--- config.mk ---
export PLATFORM = sky130hd
export DESIGN_NAME = keymix_top
export DESIGN_NICKNAME = d
export VERILOG_FILES = /design/src/rtl/keymix_pkg.sv /design/src/rtl/keymix_halfpad.sv /design/src/rtl/keymix_combine.sv /design/src/rtl/keymix_outreg.sv /design/src/rtl/keymix_top.sv
export SDC_FILE = /design/constraint.sdc
export NUM_CORES = 1
export LEC_CHECK = 0
export ABC_AREA = 0
export ABC_CLOCK_PERIOD_IN_PS = 1000
export BUFFER_PORTS_ARGS = -buffer_cell sky130_fd_sc_hd__buf_2
export CAP_MARGIN = 10
export CORE_MARGIN = 2
export CORE_UTILIZATION = 47
export CTS_BUF_LIST = sky130_fd_sc_hd__clkbuf_8
export DETAILED_ROUTE_END_ITERATION = 8
export PLACE_DENSITY = 0.75
export SLEW_MARGIN = 20
export SYNTH_ARGS = -nofsm -noshare
export SYNTH_HDL_FRONTEND = slang
export SYNTH_HIERARCHICAL = 1
export SYNTH_SLANG_ARGS = --single-unit
--- constraint.sdc ---
create_clock -name clk -period 1 [get_ports clk]
set_input_delay 0.1 -clock clk [delete_from_list [all_inputs] [get_ports clk]]
set_output_delay 0.1 -clock clk [all_outputs]
set_load 0.05 [all_outputs]
--- src/rtl/keymix_pkg.sv ---
package keymix_pkg;

    localparam logic PAD_LEFT  = 1'b0;
    localparam logic PAD_RIGHT = 1'b1;

    typedef enum logic {
        WIDTH_KEEP = 1'b0,
        WIDTH_GROW = 1'b1
    } width_case_e;

    function automatic int half_len(input int key_w);
        return key_w / 2;
    endfunction

    function automatic int padded_len(input int h);
        return h + (h % 2);
    endfunction

    function automatic width_case_e width_case(input int key_w);
        return ((key_w / 2) % 2 == 1) ? WIDTH_GROW : WIDTH_KEEP;
    endfunction

    function automatic int mixed_len(input int key_w);
        return 2 * padded_len(key_w / 2);
    endfunction

    function automatic int width_bits(input int key_w);
        return $clog2(mixed_len(key_w) + 1);
    endfunction

endpackage

--- src/rtl/keymix_halfpad.sv ---
module keymix_halfpad #(
    parameter int   HALF_W  = 9,
    parameter logic PAD_BIT = 1'b0,
    localparam int  PAD_W   = keymix_pkg::padded_len(HALF_W)
) (
    input  logic [HALF_W-1:0] half_in,
    output logic [PAD_W-1:0]  half_out
);

    generate
        if (HALF_W % 2 == 1) begin : g_odd
            assign half_out = {half_in, PAD_BIT};
        end else begin : g_even
            assign half_out = half_in;
        end
    endgenerate

endmodule

--- src/rtl/keymix_combine.sv ---
module keymix_combine #(
    parameter int  KEY_W = 18,
    localparam int H     = keymix_pkg::half_len(KEY_W),
    localparam int HP    = keymix_pkg::padded_len(H),
    localparam int OW    = 2 * HP
) (
    input  logic [KEY_W-1:0] key_in,
    output logic [OW-1:0]    mixed
);
    import keymix_pkg::*;

    logic [H-1:0]  left_h, right_h;
    logic [HP-1:0] join_hi, join_lo, dum_hi, dum_lo;
    logic [OW-1:0] joined, dummy;

    assign left_h  = key_in[KEY_W-1:H];
    assign right_h = key_in[H-1:0];

    keymix_halfpad #(.HALF_W(H), .PAD_BIT(PAD_LEFT)) u_join_hi (
        .half_in(left_h), .half_out(join_hi));
    keymix_halfpad #(.HALF_W(H), .PAD_BIT(PAD_RIGHT)) u_join_lo (
        .half_in(right_h), .half_out(join_lo));
    keymix_halfpad #(.HALF_W(H), .PAD_BIT(PAD_LEFT)) u_dum_hi (
        .half_in(right_h), .half_out(dum_hi));
    keymix_halfpad #(.HALF_W(H), .PAD_BIT(PAD_RIGHT)) u_dum_lo (
        .half_in(left_h), .half_out(dum_lo));

    assign joined = {join_hi, join_lo};
    assign dummy  = {dum_hi, dum_lo};
    assign mixed  = joined ^ dummy;

endmodule

--- src/rtl/keymix_outreg.sv ---
module keymix_outreg #(
    parameter int DATA_W  = 20,
    parameter int WIDTH_W = 5
) (
    input  logic               clk,
    input  logic               rst,
    input  logic               load,
    input  logic [DATA_W-1:0]  data_in,
    input  logic [WIDTH_W-1:0] width_in,
    output logic               valid_q,
    output logic [DATA_W-1:0]  data_q,
    output logic [WIDTH_W-1:0] width_q
);

    always_ff @(posedge clk) begin
        if (rst) begin
            valid_q <= 1'b0;
        end else begin
            valid_q <= load;
        end
    end

    always_ff @(posedge clk) begin
        if (rst) begin
            data_q  <= '0;
            width_q <= '0;
        end else if (load) begin
            data_q  <= data_in;
            width_q <= width_in;
        end
    end

endmodule

--- src/rtl/keymix_top.sv ---
module keymix_top #(
    parameter int  KEY_W = 18,
    localparam int OW    = keymix_pkg::mixed_len(KEY_W),
    localparam int WW    = keymix_pkg::width_bits(KEY_W)
) (
    input  logic          clk,
    input  logic          rst,
    input  logic          in_valid,
    output logic          in_ready,
    input  logic [KEY_W-1:0] in_key,
    output logic          out_valid,
    output logic [OW-1:0] out_key,
    output logic [WW-1:0] out_width
);
    import keymix_pkg::*;

    localparam width_case_e WCASE = width_case(KEY_W);
    localparam int EFF_W = (WCASE == WIDTH_GROW) ? KEY_W + 2 : KEY_W;

    logic          accept;
    logic [OW-1:0] mixed;
    logic [WW-1:0] eff_width;

    initial begin
        if (KEY_W % 2 != 0 || KEY_W < 2) begin
            $error("KEY_W must be even and at least 2");
        end
    end

    assign in_ready  = ~rst;
    assign accept    = in_valid & in_ready;
    assign eff_width = WW'(EFF_W);

    keymix_combine #(.KEY_W(KEY_W)) u_combine (
        .key_in(in_key),
        .mixed (mixed)
    );

    keymix_outreg #(.DATA_W(OW), .WIDTH_W(WW)) u_outreg (
        .clk     (clk),
        .rst     (rst),
        .load    (accept),
        .data_in (mixed),
        .width_in(eff_width),
        .valid_q (out_valid),
        .data_q  (out_key),
        .width_q (out_width)
    );

endmodule

==> metrics.txt, run 1 <==
outcome finished, final reports clean; ys async rst share 0; Critical Path, Cell by Cell buf_2; Syn Area/Cell 9.570 um2; cell row count 20; vias in the first global route 750; Peak supply drop 0.0006026 V; share of the synthesized area in the top cell type 0.3602; DIE WIDTH 59.45 um; Synth area leaders dfxtp_1, buf_4, mux2i_1; CP max stage cell dfxtp_1; Crit Path Class reg -> out; CP Launch Type register; M1 GR Usage 0.1196; leakage 0.7419 nW; share of cells above drive strength 1 0.3395; initial antenna violation count 0; Top delay family on crit path flip-flops; Pins Over Slew Limit 0; Syn Std Cell Area 0.001445 mm2; Worst R2R Path Depth 2; CP max FO 2; 1st-pass router iterations 3; Final HPWL DP 1567 um; leading area contributor after synthesis dfxtp_1; DRT antenna net count 0; busiest grt layer met2; CTS tree yes; final setup violation count 0; dpl cells 191; met3 Use GR 0.02620; synth warn 6; Setup Buffers After CTS 0; Port Buf Inserts 47; Tot GR Track Use 0.1149; vias after detailed routing 853; Pwr Total 2.356 mW; EDFF count, synth 0; final WL 1986 um; Worst EP arrival 0.86 ns; MaxCap Viol Count 0; Hold Crit Class in -> reg; largest net degree at the start of global routing 28; core area 0.002978 mm2; hold path depth 4; most frequent cells after synthesis buf_4, dfxtp_1, mux2i_1, nor2_1, xor2_1; Fmax achieved 1042 MHz; Fin Clk Skew 0 ns; WP depth 1; Synth cell types 11; Largest stage delay, worst path 0.34 ns; Primary FF master, synth dfxtp_1; grt ovf 0; crit share post-route 0.9599; Syn Inst Count 151; Diodes inserted 0; fill cell total of the finished layout 276; root buffer cell clkbuf_8; drt via density 4.374; RSZ-0062 raised after global routing no; clk sinks 26; drt initial violations 9; Reg clk slew, reported paths 0.08 ns; Die ar. 0.003534 mm2; WP data required 0.90 ns; Longest Clk Path Bufs 2; Sum Neg Setup Slack 0 ns; met2 Track Usage GR 0.2166; Final Hold Viols 0; Ports 48; most common cell in the netlist buf_4; final non-filler cell total 195; total clock buffers created by CTS 3; H-Tree Depth 1; CP Capture Type primary output; starting density of the core 0.4853; Die Y-Extent 59.45 um; register area share after synthesis 0.3602; CP bufs+invs 1; Placer Congestion 0.5662; first-pass GRT wire length 3098 um; crit path time final 0.9599 ns; DRC Markers 0; post-DR wirelength/cell 10.18 um; Final #Nets 184; synthesis-to-layout area growth 5.627%; Pwr Density 1544 mW/mm2; FF+latch count, synth 26; worst-skew pair later-pin latency 0.26 ns
## cells by family (layout without fill, tap and decap cells)
| group | count (synthesis) | in the layout | share of synthesized area |
|---|---|---|---|
| DFF | 26 | 26 | 0.3602 |
| other | 6 | 9 | 0.01558 |
| muxes | 25 | 25 | 0.1732 |
| and+or+nand+nor | 27 | 27 | 0.07359 |
| buffers and inverters | 47 | 55 | 0.2563 |
| xor gates and xnor gates | 20 | 20 | 0.1212 |
## timing repair
action / CTS / global route
resized for setup: 0 / 21
endpoints found under the hold margin: 0 / 0
hold buffers: 0 / 0
endpoints found under the setup margin: 0 / 20
## metal layers
layer,up-vias,part of all wire
li1,443,-
met1,390,0.41
met2,18,0.54
met3,2,0.039
met4,0,0.0086
met5,-,0
## worst min-delay path, cell delays in order
cell,delay (ns)
buf_2,0.10
xor2_1,0.06
mux2i_1,0.12
nor2_1,0.05
## worst paths after layout
path	from	endpoint	slack, ns
worst max-delay path	u_outreg/data_q[9]	out_key[9]	0.04
worst min-delay path	in_key[6]	u_outreg/data_q[7]	0.22
worst max register to register	u_outreg/data_q[18]	u_outreg/data_q[18]	0.36
worst min register to register	u_outreg/data_q[16]	u_outreg/data_q[16]	0.50
## cells in the final DEF, fill, tap and decap left out, drive strengths merged
master and count:
mux2i 25, clkbuf 23, nor2b 2, conb 9, dfxtp 26, xor2 20
inv 1, buf 31, nor2 25
## state kept, by name, summed over array words and instances (netlist names)
register and count:
u_outreg/data_q 20, u_outreg/valid_q 1, u_outreg/width_q 5
## report_power, final
| part | switching, mW | internal [mW] | leakage, nW | total, mW |
|---|---|---|---|---|
| Clock | 0.304 | 0.351 | 0.0288 | 0.655 |
| Combinational | 0.373 | 0.206 | 0.500 | 0.578 |
| Sequential | 0.0287 | 1.09 | 0.213 | 1.12 |
| Total | 0.706 | 1.65 | 0.742 | 2.36 |
## through the flow
step	hold WS, ns	setup slack, ns	util	instance area (um2)
6_report	0.2157	0.04013	0.5126	1526
5_1_grt	0.2212	0.001804	0.5126	1526
4_1_cts	0.2025	0.007715	0.4958	1476
3_5_place_dp	0.4786	0.03080	0.4773	1421
3_3_place_gp	0.4693	0.05923	0.4773	1421
2_1_floorplan	0.3342	0.1180	-	1456
## layout make-up
class | instances | area, um2 | area share
multi-input cells | 81 | 573.1 | 0.3754
inverters | 1 | 3.754 | 0.002459
well taps | 33 | 41.29 | 0.02705
clock buffers | 4 | 55.05 | 0.03607
repair buffers | 50 | 332.8 | 0.2180
flip-flops and latches | 26 | 520.5 | 0.3410
(Power assumes the default switching activity.)
==> inputs of run 2 (changes only) <==
- CAP_MARGIN: 10 -> not set
- CORE_ASPECT_RATIO: not set -> 1.1
==> run 2 against run 1 <==
- die area about the same
- clock-buffer cell count did not move
- routed wire length is 7.2% higher
- maximum frequency up 0.12%
- largest cell class unchanged
==> metrics.txt, run 2 (synthesis gave the netlist of run 1 again) <==
outcome finished, final reports clean (unchanged); Critical Path, Cell by Cell buf_2 (unchanged); synthesis-to-layout area growth 5.541% (was 5.627%); WP data required 0.90 ns (about the same); max reg flops 20 (unchanged); RSZ-0062 raised after global routing no (unchanged); most frequent cells in the layout buf_2, dfxtp_1, mux2i_1, nor2_1, xor2_1 (unchanged); Sequential Power Share 0.477 (was 0.476); Peak supply drop 0.001143 V (was 0.0006026 V); MaxCap Viol Count 0 (unchanged); Final HPWL DP 1661 um (was 1567 um); Largest stage delay, worst path 0.34 ns (about the same); fill cell total of the finished layout 293 (was 276); drt initial violations 9 (unchanged); CP Capture Type primary output (unchanged); Logic pwr share 0.246 (was 0.245); post-DR wirelength/cell 10.86 um (was 10.18 um); Die Y-Extent 62.16 um (was 59.45 um); DP Worst Slack 0.02110 ns (was 0.03080 ns); Final #Nets 184 (unchanged); Pwr Total 2.356 mW (about the same); Fmax achieved 1043 MHz (was 1042 MHz); leakage 0.7419 nW (about the same); Register Area 520.5 um2 (unchanged); CP Launch Type register (unchanged); core area 0.002995 mm2 (was 0.002978 mm2); largest reg by FF count u_outreg/data_q (unchanged); Reg clk slew, reported paths 0.08 ns (about the same); P_sw 0.7073 mW (was 0.7057 mW); most common cell after layout, fill and taps aside buf_2 (unchanged); share of cells above drive strength 1 0.3395 (unchanged); multi-input logic area 573.1 um2 (unchanged); Crit Path Class reg -> out (unchanged); starting density of the core 0.4825 (was 0.4853); final setup violation count 0 (unchanged); total clock buffers created by CTS 3 (unchanged); vias after detailed routing 862 (was 853); root buffer cell clkbuf_8 (unchanged); Tot GR Track Use 0.1246 (was 0.1149); final WL 2128 um (was 1986 um); cell row count 21 (was 20); Clock power frac 0.277 (was 0.278); H-Tree Depth 1 (unchanged); Final Core Density 0.5092 (was 0.5126); grt ovf 0 (unchanged); placed standard-cell area 0.001423 mm2 (was 0.001421 mm2); CTS tree yes (unchanged); CP max stage cell dfxtp_1 (unchanged); CP max FO 2 (unchanged); DRT antenna net count 0 (unchanged); Hold Crit Class in -> reg (unchanged); clk sinks 26 (unchanged); Placer Congestion 0.7064 (was 0.5662); worst setup margin 0.04129 ns (was 0.04013 ns); Sum Neg Setup Slack 0 ns (unchanged); Die ar. 0.003535 mm2 (was 0.003534 mm2); Pwr Density 1545 mW/mm2 (was 1544 mW/mm2); DRC Markers 0 (unchanged); Longest Clk Path Bufs 2 (unchanged); CTS Hold Bufs 0 (unchanged); crit share post-route 0.9587 (was 0.9599); crit path time final 0.9587 ns (was 0.9599 ns); finished layout cell area 0.001525 mm2 (was 0.001526 mm2); Fin Clk Skew 0 ns (unchanged); Pins Over Slew Limit 0 (unchanged); Worst EP arrival 0.86 ns (about the same); largest net degree at the start of global routing 27 (was 28); Sw Ratio 0.3002 (was 0.2995); Top delay family on crit path flip-flops (unchanged); CP bufs+invs 1 (unchanged); Ports 48 (unchanged); Diodes inserted 0 (unchanged); vias in the first global route 828 (was 750); Internal 1.649 mW (was 1.650 mW); Regs by FF count u_outreg/data_q (20), u_outreg/width_q (5), u_outreg/valid_q (1) (unchanged); DIE WIDTH 56.87 um (was 59.45 um); first-pass GRT wire length 3539 um (was 3098 um); Final Hold Viols 0 (unchanged); 1st-pass router iterations 2 (was 3); initial antenna violation count 0 (unchanged); worst-skew pair later-pin latency 0.26 ns (about the same); drt via density 4.398 (was 4.374); Port Buf Inserts 47 (unchanged)
[run 2: cell counts in the layout (fill, tap and decap cells not counted)]
No cell type changed its count.
[run 2: power groups by stage]
| stage | Clock [mW] | Sequential (mW) | Combinational [mW] |
|---|---|---|---|
| final | 0.653 | 1.12 | 0.580 |
| after global routing | 0.725 | 1.13 | 0.618 |
| after CTS | 0.679 | 1.12 | 0.563 |
| after detailed placement | 0 | 1.15 | 0.562 |
| after global placement | 0 | 1.14 | 0.547 |
| after floorplan | 0 | 1.35 | 0.333 |
[run 2: stage by stage]
| step | instances | hold slack [ns] |
|---|---|---|
| after detailed placement | 192 | 0.4824 |
| after CTS | 196 | 0.2093 |
| after floorplan | 154 | 0.3342 |
| final | 196 | 0.2074 |
| after global routing | 196 | 0.2090 |
| after global placement | 192 | 0.4699 |
[run 2: final timing paths]
check | start | endpoint | slack, ns | cells after the start
max | u_outreg/data_q[17] | out_key[17] | 0.04 | 1
min | in_key[14] | u_outreg/data_q[16] | 0.21 | 4
max reg2reg | u_outreg/data_q[3] | u_outreg/data_q[3] | 0.37 | 2
min reg2reg | u_outreg/data_q[16] | u_outreg/data_q[16] | 0.51 | 2
[run 2: metal layers]
metal / GRT usage / vias up / part of all wire
met5: 0 / - / 0
met4: 0.03488 / 0 / 0.0070
met3: 0.03125 / 2 / 0.049
met2: 0.2326 / 20 / 0.55
met1: 0.1365 / 401 / 0.40
li1: - / 439 / -
[run 2: area by class of cell]
type                       count  share of cell area
multi-input combinational     81              0.3757
inverter                       1            0.002461
timing repair buffer          50              0.2166
tap                           34             0.02789
clock buffer                   4             0.03610
sequential                    26              0.3413
[run 2: what timing repair did]
| action | 4_1_cts | 5_1_grt |
|---|---|---|
| endpoints found under the setup margin | 0 | 19 |
| setup buffers | 0 | 0 |
| gates resized for setup | 0 | 19 |
==> inputs of run 3 (changes only) <==
- ABC_CLOCK_PERIOD_IN_PS: 1000 -> 900
- clock period: 1 -> 0.9 ns (I/O delays scaled with it)
==> run 3 against run 2 <==
- sequential share of layout area is 0.92 points lower
- utilization grew 4.2 points
- final cell count down 0.51%
- routed wire length increased by 8.3%
- highest routed layer unchanged
- power grew 11%
==> metrics.txt, run 3 (synthesis gave the netlist of run 1 again) <==
outcome finished, final reports clean (unchanged); root buffer cell clkbuf_8 (unchanged); Longest Clk Path Bufs 2 (unchanged); Crit Path Class reg -> out (unchanged); Pwr Density 1582 mW/mm2 (was 1545 mW/mm2); Fmax achieved 1120 MHz; final setup violation count 0 (unchanged); Largest stage delay, worst path 0.37 ns (was 0.34 ns); clk sinks 26 (unchanged); Critical Path, Cell by Cell buf_6 (was buf_2); worst hold slack 0.1931 ns (was 0.2074 ns); drt via density 4.477 (was 4.398); first-pass GRT wire length 3532 um (was 3539 um); crit share post-route 0.9922; Final #Nets 184 (unchanged); Port Buf Inserts 47 (unchanged); Setup Buffers After CTS 0 (unchanged); share of cells above drive strength 1 0.4720 (was 0.3395); DIE WIDTH 56.87 um (unchanged); CP Capture Type primary output (unchanged); leakage 0.7741 nW (was 0.7419 nW); placed standard-cell area 0.001423 mm2 (unchanged); grt ovf 0 (unchanged); Hold Crit Class in -> reg (unchanged); Final Core Density 0.5510 (was 0.5092); Pins Over Slew Limit 0 (unchanged); DRT antenna net count 0 (unchanged); most frequent cells in the layout buf_6, mux2i_1, nor2_1 (was buf_2, dfxtp_1, mux2i_1, nor2_1, xor2_1); worst setup margin 0.006977 ns (was 0.04129 ns); DRC Markers 0 (unchanged); Diodes inserted 0 (unchanged); Final Hold Viols 0 (unchanged); CP max FO 2 (unchanged); Peak supply drop 0.0009582 V (was 0.001143 V); vias in the first global route 843 (was 828); Reg clk slew, reported paths 0.08 ns (about the same); 1st-pass router iterations 2 (unchanged); finished layout cell area 0.001650 mm2 (was 0.001525 mm2); WP data required 0.81 ns (was 0.90 ns); core area 0.002995 mm2 (unchanged); Top delay family on crit path flip-flops (unchanged); starting density of the core 0.4825 (unchanged); vias after detailed routing 873 (was 862); total clock buffers created by CTS 3 (unchanged); final WL 2305 um (was 2128 um); synthesis-to-layout area growth 14.20% (was 5.541%); Worst EP arrival 0.80 ns (was 0.86 ns); crit path time final 0.8930 ns; final non-filler cell total 195 (was 196); largest net degree at the start of global routing 27 (unchanged); H-Tree Depth 1 (unchanged); MaxCap Viol Count 0 (unchanged); cell row count 21 (unchanged); Sum Neg Setup Slack 0 ns (unchanged); Placer Congestion 0.7064 (unchanged); dpl cells 192 (unchanged); post-DR wirelength/cell 11.82 um (was 10.86 um); drt initial violations 16 (was 9); largest reg by FF count u_outreg/data_q (unchanged); Pwr Total 2.611 mW (was 2.356 mW); max reg flops 20 (unchanged); Ports 48 (unchanged); CTS tree yes (unchanged); Die Y-Extent 62.16 um (unchanged); CP bufs+invs 1 (unchanged); Final HPWL DP 1669 um (was 1661 um); fill cell total of the finished layout 282 (was 293); CP Launch Type register (unchanged); DP Worst Slack -0.07320 ns (was 0.02110 ns); CP max stage cell dfxtp_1 (unchanged); Die ar. 0.003535 mm2 (unchanged); worst-skew pair later-pin latency 0.26 ns (about the same); Fin Clk Skew 0 ns (unchanged); Regs by FF count u_outreg/data_q (20), u_outreg/width_q (5), u_outreg/valid_q (1) (unchanged); initial antenna violation count 0 (unchanged); Tot GR Track Use 0.1244 (was 0.1246)
-- run 3: changes by cell type in the layout (fill, tap and decap cells not counted), sizes merged --
| cell | previous run | this run |
|---|---|---|
| clkbuf | 23 | 3 |
| buf | 31 | 50 |
-- run 3: final cells by class --
type	count	area [um2]	area share
Multi-Input combinational cell	81	573.1	0.3472
Sequential cell	26	548.0	0.3321
Timing Repair Buffer	50	441.7	0.2676
Tap cell	34	42.54	0.02578
Clock buffer	3	41.29	0.02502
Inverter	1	3.754	0.002274
-- run 3: power breakdown --
group / internal, mW / switching (mW) / total [mW]
combinational: 0.282 / 0.421 / 0.703
sequential: 1.23 / 0.0476 / 1.27
clock: 0.299 / 0.334 / 0.633
-- run 3: repair_timing --
| action | CTS | global route |
|---|---|---|
| hold buffers | 0 | 0 |
| setup endpoints to repair | 26 | 22 |
| resized for setup | 43 | 30 |
| pin swaps | 0 | 0 |
-- run 3: final timing paths --
path | start | endpoint | slack (ns) | depth (start not counted)
worst max-delay path | u_outreg/data_q[11] | out_key[11] | 0.007 | 1
worst min-delay path | in_key[14] | u_outreg/data_q[16] | 0.19 | 4
worst max register to register | u_outreg/data_q[3] | u_outreg/data_q[3] | 0.25 | 2
worst min register to register | u_outreg/data_q[16] | u_outreg/data_q[16] | 0.50 | 2
-- run 3: per-layer routing --
| metal | global-route usage | up-vias | part of all wire |
|---|---|---|---|
| met2 | 0.2340 | 18 | 0.58 |
| met3 | 0.02917 | 2 | 0.042 |
| met4 | 0.04070 | 0 | 0.0035 |
| met5 | 0 | - | 0 |
| li1 | - | 439 | - |
| met1 | 0.1332 | 414 | 0.37 |
